<file path="config.mk">
export PLATFORM = sky130hd
export DESIGN_NAME = stop_release_seq
export DESIGN_NICKNAME = d
export VERILOG_FILES = /design/src/rtl/srs_pkg.sv /design/src/rtl/srs_edge.sv /design/src/rtl/srs_osc_map.sv /design/src/rtl/srs_wu_len.sv /design/src/rtl/stop_release_seq.sv
export SDC_FILE = /design/constraint.sdc
export NUM_CORES = 1
export LEC_CHECK = 0
export BUFFER_PORTS_ARGS = -buffer_cell sky130_fd_sc_hd__buf_2
export CAP_MARGIN = 25
export CORE_MARGIN = 3
export CORE_UTILIZATION = 30
export DETAILED_ROUTE_END_ITERATION = 10
export GPL_ROUTABILITY_DRIVEN = 0
export GPL_TIMING_DRIVEN = 0
export SLEW_MARGIN = 25
export SYNTH_ARGS = -nofsm -noshare
export SYNTH_HDL_FRONTEND = slang
export SYNTH_SLANG_ARGS = --single-unit
</file>
<file path="constraint.sdc">
create_clock -name clk -period 2.2 [get_ports clk]
set_input_delay 0.33 -clock clk [delete_from_list [all_inputs] [get_ports clk]]
set_output_delay 0.33 -clock clk [all_outputs]
set_load 0.01 [all_outputs]
</file>
<file path="src/rtl/srs_pkg.sv">
package srs_pkg;

    typedef enum logic [1:0] {
        ST_RUN   = 2'd0,
        ST_STOP  = 2'd1,
        ST_WARM  = 2'd2,
        ST_CWAIT = 2'd3
    } srs_state_e;

    typedef struct packed {
        logic       dual;
        logic       slow;
        logic [1:0] wsel;
        logic       pdn;
    } srs_cfg_t;

endpackage

</file>
<file path="src/rtl/srs_edge.sv">
module srs_edge (
    input  logic clk,
    input  logic rst_n,
    input  logic din,
    output logic rise
);
    logic prev_d, prev_q;

    always_comb begin
        prev_d = din;
    end

    always_ff @(posedge clk or negedge rst_n) begin
        if (!rst_n) prev_q <= 1'b1;   // a high level at reset is not an edge
        else        prev_q <= prev_d;
    end

    assign rise = din & ~prev_q;
endmodule

</file>
<file path="src/rtl/srs_osc_map.sv">
module srs_osc_map (
    input  logic active,
    input  logic dual,
    input  logic slow,
    output logic hi_en,
    output logic lo_en
);
    always_comb begin
        hi_en = active & (~dual | ~slow);
        lo_en = active & dual;
    end
endmodule

</file>
<file path="src/rtl/srs_wu_len.sv">
module srs_wu_len #(
    parameter int WU0 = 16384,
    parameter int WU1 = 4096,
    parameter int WU2 = 1024,
    parameter int WU3 = 256,
    parameter int W   = 15
) (
    input  logic [1:0]   sel,
    output logic [W-1:0] load
);
    localparam int NOPT = 4;
    localparam int LENS [NOPT] = '{WU0, WU1, WU2, WU3};

    logic [W-1:0] opt [NOPT];

    for (genvar g = 0; g < NOPT; g++) begin : g_opt
        assign opt[g] = W'(LENS[g] - 1);
    end

    assign load = opt[sel];
endmodule

</file>
<file path="src/rtl/stop_release_seq.sv">
module stop_release_seq
    import srs_pkg::*;
#(
    parameter int WU0   = 16384,
    parameter int WU1   = 4096,
    parameter int WU2   = 1024,
    parameter int WU3   = 256,
    parameter int CWAIT = 256
) (
    input  logic       clk,
    input  logic       rst_n,
    input  logic       stop_req,
    input  logic       wake,
    input  logic       rst_pin_n,
    input  logic [1:0] wu_sel,
    input  logic       flash_pd,
    input  logic       dual_clk,
    input  logic       ret_slow,
    output logic       osc_hi_en,
    output logic       osc_lo_en,
    output logic       cpu_halt,
    output logic       periph_halt,
    output logic       div_clr,
    output logic       reset_req,
    output logic       resume
);
    localparam int M01   = (WU0 > WU1) ? WU0 : WU1;
    localparam int M23   = (WU2 > WU3) ? WU2 : WU3;
    localparam int MWU   = (M01 > M23) ? M01 : M23;
    localparam int MAXC  = (MWU > CWAIT) ? MWU : CWAIT;
    localparam int CNT_W = $clog2(MAXC + 1);

    typedef struct packed {
        srs_state_e         st;
        srs_cfg_t           cfg;
        logic [CNT_W-1:0]   cnt;
        logic               clr;
        logic               rreq;
        logic               done;
    } regs_t;

    regs_t r_d, r_q;

    logic             wake_rise;
    logic [CNT_W-1:0] wu_load;
    srs_state_e       st_q;

    srs_edge u_edge (
        .clk  (clk),
        .rst_n(rst_n),
        .din  (wake),
        .rise (wake_rise)
    );

    srs_wu_len #(
        .WU0(WU0), .WU1(WU1), .WU2(WU2), .WU3(WU3), .W(CNT_W)
    ) u_len (
        .sel (r_q.cfg.wsel),
        .load(wu_load)
    );

    srs_osc_map u_osc (
        .active(r_q.st != ST_STOP),
        .dual  (r_q.cfg.dual),
        .slow  (r_q.cfg.slow),
        .hi_en (osc_hi_en),
        .lo_en (osc_lo_en)
    );

    always_comb begin
        r_d      = r_q;
        r_d.clr  = 1'b0;
        r_d.rreq = 1'b0;
        r_d.done = 1'b0;
        unique case (r_q.st)
            ST_RUN: begin
                r_d.cfg = '{dual: dual_clk, slow: ret_slow, wsel: wu_sel, pdn: flash_pd};
                if (stop_req) r_d.st = ST_STOP;
            end
            ST_STOP: begin
                if (!rst_pin_n) begin
                    r_d.st   = ST_RUN;
                    r_d.rreq = 1'b1;
                end else if (wake_rise) begin
                    r_d.st  = ST_WARM;
                    r_d.cnt = wu_load;
                    r_d.clr = 1'b1;
                end
            end
            ST_WARM: begin
                if (r_q.cnt == '0) begin
                    if (r_q.cfg.pdn) begin
                        r_d.st  = ST_CWAIT;
                        r_d.cnt = CNT_W'(CWAIT - 1);
                    end else begin
                        r_d.st   = ST_RUN;
                        r_d.done = 1'b1;
                    end
                end else begin
                    r_d.cnt = r_q.cnt - 1'b1;
                end
            end
            ST_CWAIT: begin
                if (r_q.cnt == '0) begin
                    r_d.st   = ST_RUN;
                    r_d.done = 1'b1;
                end else begin
                    r_d.cnt = r_q.cnt - 1'b1;
                end
            end
            default: r_d.st = ST_RUN;
        endcase
    end

    always_ff @(posedge clk or negedge rst_n) begin
        if (!rst_n) begin
            r_q.st   <= ST_RUN;
            r_q.cfg  <= '0;
            r_q.cnt  <= '0;
            r_q.clr  <= 1'b0;
            r_q.rreq <= 1'b0;
            r_q.done <= 1'b0;
        end else begin
            r_q <= r_d;
        end
    end

    assign st_q        = r_q.st;
    assign cpu_halt    = (r_q.st != ST_RUN);
    assign periph_halt = (r_q.st == ST_STOP) || (r_q.st == ST_WARM);
    assign div_clr     = r_q.clr;
    assign reset_req   = r_q.rreq;
    assign resume      = r_q.done;
endmodule

</file>
==> flow_results.org <==
** Finish
- ANT cells :: 0
- Proportion of layout cells with a drive suffix above 1 :: 32.4%
- At the end of the flow the core is filled with cells to 40.7%.
- The final layout contains 203 nets.
- After routing the design area is 1970 um2.
- Multi-input gate area :: 921 um2
- Filler cell count :: 477
- For this run, the number of standard cells in the final layout without fillers is 252.
- From synthesis to final layout, the design area changed by 27.4%.
- Register cell area after layout :: 652 um2

** Timing
- Actual slew at the worst max-slew pin :: 0.803 ns
- Final worst path period need :: 2.33 ns
- RSZ-0062 raised after global routing :: yes
- Final worst clock skew :: 0.00139 ns
- The final-report hold violation count came to 0.
- Final worst slack :: -0.127 ns
- Crit share post-route :: 106%
- Final setup violation count :: 15
- Static timing analysis puts the maximum clock frequency at 0.430 GHz.
- Worst rel slew slack :: 46.5%
- Slew Viols, Final :: 0

** Clocking
- The cell sitting at the root of the clock tree is a sky130_fd_sc_hd__clkbuf_8.
- TritonCTS clock tree :: yes
- Number of buffers added by the clock tree synthesis step :: 3
- For this design, the sink count on the clock tree is 26.
- Number of H-tree branching levels :: 1
- Insertion delay to the later sink of the worst-skew pair :: 0.27 ns
- Clock transition at the register clock pins on the worst setup and hold paths after CTS :: 0.09 ns
- The clock passes through at most 2 buffers.

** Floorplanning
- The floorplan step defined a die boundary enclosing 6070 um2.
- The floorplan has 25 rows.
- Die span in y :: 77.9 um
- The initial utilization of the core area, before any placement, comes to 32.0%.
- Floorplan die width :: 77.9 um
- The region available for standard cell placement spans 4850 um2.
- In this run the count of I/O pins placed on the die edge is 17.

** Logic synthesis
- Post-synthesis mux area share :: 5.73%
- Compound-Gate Fraction of Synth Area :: 24.7%
- Largest family of logic cells by synthesized area :: compound AO/OA/AOI/OAI gates
- After synthesis, the share of flip-flops with an asynchronous set or reset is 100%.
- Syn Nets :: 176
- Post-synth top area cell :: sky130_fd_sc_hd__dfrtp_1
- Counting flops with a built-in enable in the synthesized netlist gives 0.
- Of the post-synthesis cell area, the dominant cell type holds 40.4%.
- Most frequently used cell type in the post-synthesis netlist :: sky130_fd_sc_hd__dfrtp_1
- After synthesis, the cell types taking the most area are sky130_fd_sc_hd__dfrtp_1 40%, sky130_fd_sc_hd__ha_1 5.6%, sky130_fd_sc_hd__mux2_2 5.1%.
- After Yosys synthesis, and, or, nand and nor cells account for 17.5% of the synthesized area.
- Gate Count Post-Synth :: 159
- Avg Inst Size Synth :: 9.75 um2
- In the synthesized netlist the dominant register cell turns out to be sky130_fd_sc_hd__dfrtp_1.
- Number of distinct library cell variants in the gate-level netlist after synthesis :: 43
- Register bit count reported by yosys :: 26
- The synthesized netlist occupies a cell area of 1550 um2.
- Xor-xnor portion of the synthesized cell area :: 0%
- Proportion of synthesized chip area in sequential cells :: 42.1%
- Summing the areas of all fa, ha and maj instances in the mapped netlist gives 5.65% of the synthesized area.
- For this run, the number of Yosys warnings is 0.
- Counting instances in the post-synthesis netlist gives the leading cell types as 25 x sky130_fd_sc_hd__dfrtp_1, 14 x sky130_fd_sc_hd__a21oi_1, 11 x sky130_fd_sc_hd__inv_1, 11 x sky130_fd_sc_hd__nor2_1, 10 x sky130_fd_sc_hd__o21ai_0.

** Setup path
- In this run the critical register-to-register path is launched from r_q[3].
- Tracing the worst setup path back leads to its startpoint at r_q[3].
- Worst-case reg-to-reg path depth :: 9
- Startpoint type of the worst setup path :: register
- On the critical path, the stage with the largest delay is an instance of sky130_fd_sc_hd__or4b_4.
- In this run the register-to-register setup slack is -0.13 ns.
- The cell that appears most often on the critical path is sky130_fd_sc_hd__buf_12.
- Critical path class :: register to register
- At the worst endpoint, the required time is 2.37 ns.
- Crit path capture type :: register
- The signal on the critical path passes through inv_2 -> ha_4 -> or4b_4 -> or3_4 -> o31ai_4 -> buf_12 -> buf_12 -> a21oi_2 -> o22a_1.
- Worst r2r dst :: r_q[10]
- Slowest Stage Delay on Critical Path :: 0.46 ns
- Largest fanout on the critical path :: 7
- At the worst endpoint, the arrival time is 2.50 ns.

** Drt
- Violation count after the first detailed-routing iteration :: 61
- Via total after detailed routing :: 1302
- Total detailed-routing wirelength :: 3.62 mm
- Average via count per standard cell :: 5.17
- Number of remaining DRC errors :: 0
- Post-DR wirelength/cell :: 14.4 um
- The count of nets left with antenna violations once routing finished came out at 0.
- Drt first pass iters :: 4

** Power and ir drop
- Total power of the final layout :: 3090 uW
- The internal portion of the total power is 1780 uW.
- Switching part of the total :: 42.5%
- Sequential cells account for 26.9% of the total power.
- The clock network accounts for 12.9% of the total power.
- Net Sw Power :: 1310 uW
- Maximum ir drop on the vdd rail :: 649 uV
- The share of total power dissipated in combinational logic is 60.2%.
- Leakage Power :: 0.000842 uW
- In this run the power density over the cells is 1560 nW/um2.

** Run
- Max Cap Violations :: 0

** Worst hold path
- The tightest min-delay check is of the input port to asynchronous set/reset pin type.

** Global routing
- GRT Resource Usage Total :: 12.5%
- The via count of the first global-routing pass is 1237.
- Pin count of the biggest net entering global routing :: 27
- For this run the aggregate overflow at the end of global routing stands at 0.
- The initial antenna violation count is 0.
- Wire length of the first global-routing pass :: 6.14 mm

** Outcome
- The run finished, with violations left.
- Violated checks :: setup timing

** Placement
- Sum of net half-perimeters after detailed placement :: 2.44 mm
- Once placement finished, the instance area stood at 1730 um2.
- At the placement stage, the worst setup path has a slack of -0.406 ns.
- During placement, the flow inserted port buffers numbering 16.
- Once placement completed, the tool counted placed cells totaling 242.
==> through the flow <==
step | setup TNS, ns | hold slack (ns)
3_3_place_gp | -5.15 | 0.374
4_1_cts | -1.25 | 0.0765
5_1_grt | -2.31 | 0.0879
2_1_floorplan | -0.660 | 0.0344
6_report | -1.11 | 0.0535
3_5_place_dp | -5.50 | 0.380
==> metal layers <==
metal	share of wire (%)	vias to the layer above	GRT usage, %
met3	6.0	4	4.18
li1	-	641	-
met1	47	626	17.7
met5	0	-	0
met2	46	31	18.6
met4	1.0	0	2.14
==> critical path: cells and delay by family, from the launching register on <==
family	cells	cell delay [ns]
flip-flops	1	0.41
AND/OR/NAND/NOR	2	0.84
buffers and inverters	3	0.38
AO/OA/AOI/OAI	3	0.48
adder cells (fa/ha/maj)	1	0.12
==> state kept, by name (all words and copies together), names as in the netlist <==
| signal | count |
|---|---|
| div_clr | 1 |
| r_q | 20 |
| reset_req | 1 |
| resume | 1 |
| st_q | 2 |
| u_edge.prev_q | 1 |
==> cell families after synthesis <==
family | after synthesis
multiplexers | 8
AND/OR/NAND/NOR | 50
adder cells (fa/ha/maj) | 7
AO/OA/AOI/OAI | 53
flip-flops | 26
buffers and inverters | 15
==> placed cells by master, fill, tap and decap left out, drive strengths merged, types with 5 or more instances in the layout <==
cell type / netlist / layout
inv: 11 / 11
nor2: 11 / 11
clkbuf: 2 / 6
nand2: 7 / 7
o21ai: 12 / 12
nor3: 8 / 8
ha: 7 / 7
mux2: 7 / 7
a21oi: 14 / 14
dfrtp: 25 / 25
or3: 5 / 5
buf: 2 / 23
==> worst max-delay path by stage <==
stage | slack, ns | cells after the start | endpoint
final | -0.13 | 9 | r_q[10]
after global routing | -0.21 | 9 | r_q[10]
after CTS | -0.11 | 9 | r_q[10]
after floorplan | -0.06 | 6 | r_q[3]
after global placement | -0.38 | 7 | r_q[9]
after detailed placement | -0.41 | 7 | r_q[7]
==> layout make-up <==
class	instances	area share, %
multi-input cells	118	46.6
flip-flops and latches	26	33.0
repair buffers	22	8.49
well taps	67	4.25
clock buffers	3	2.09
inverters	11	2.09
plain buffers	4	1.90
clock inverters	1	1.52
==> power groups by stage <==
stage,combinational [uW],clock (uW),sequential (uW)
6_report,1860,397,831
3_5_place_dp,1460,0,831
4_1_cts,1630,415,822
3_3_place_gp,1440,0,831
5_1_grt,2060,431,867
2_1_floorplan,1140,0,793
==> what timing repair did <==
action / CTS / global route
resized for setup: 6 / 22
hold buffers: 0 / 0
gates cloned: 0 / 1
pin swaps: 2 / 9
endpoints found under the setup margin: 16 / 16
buffers inserted: 4 / 1
No activity file was read; power rests on OpenSTA's default activity.
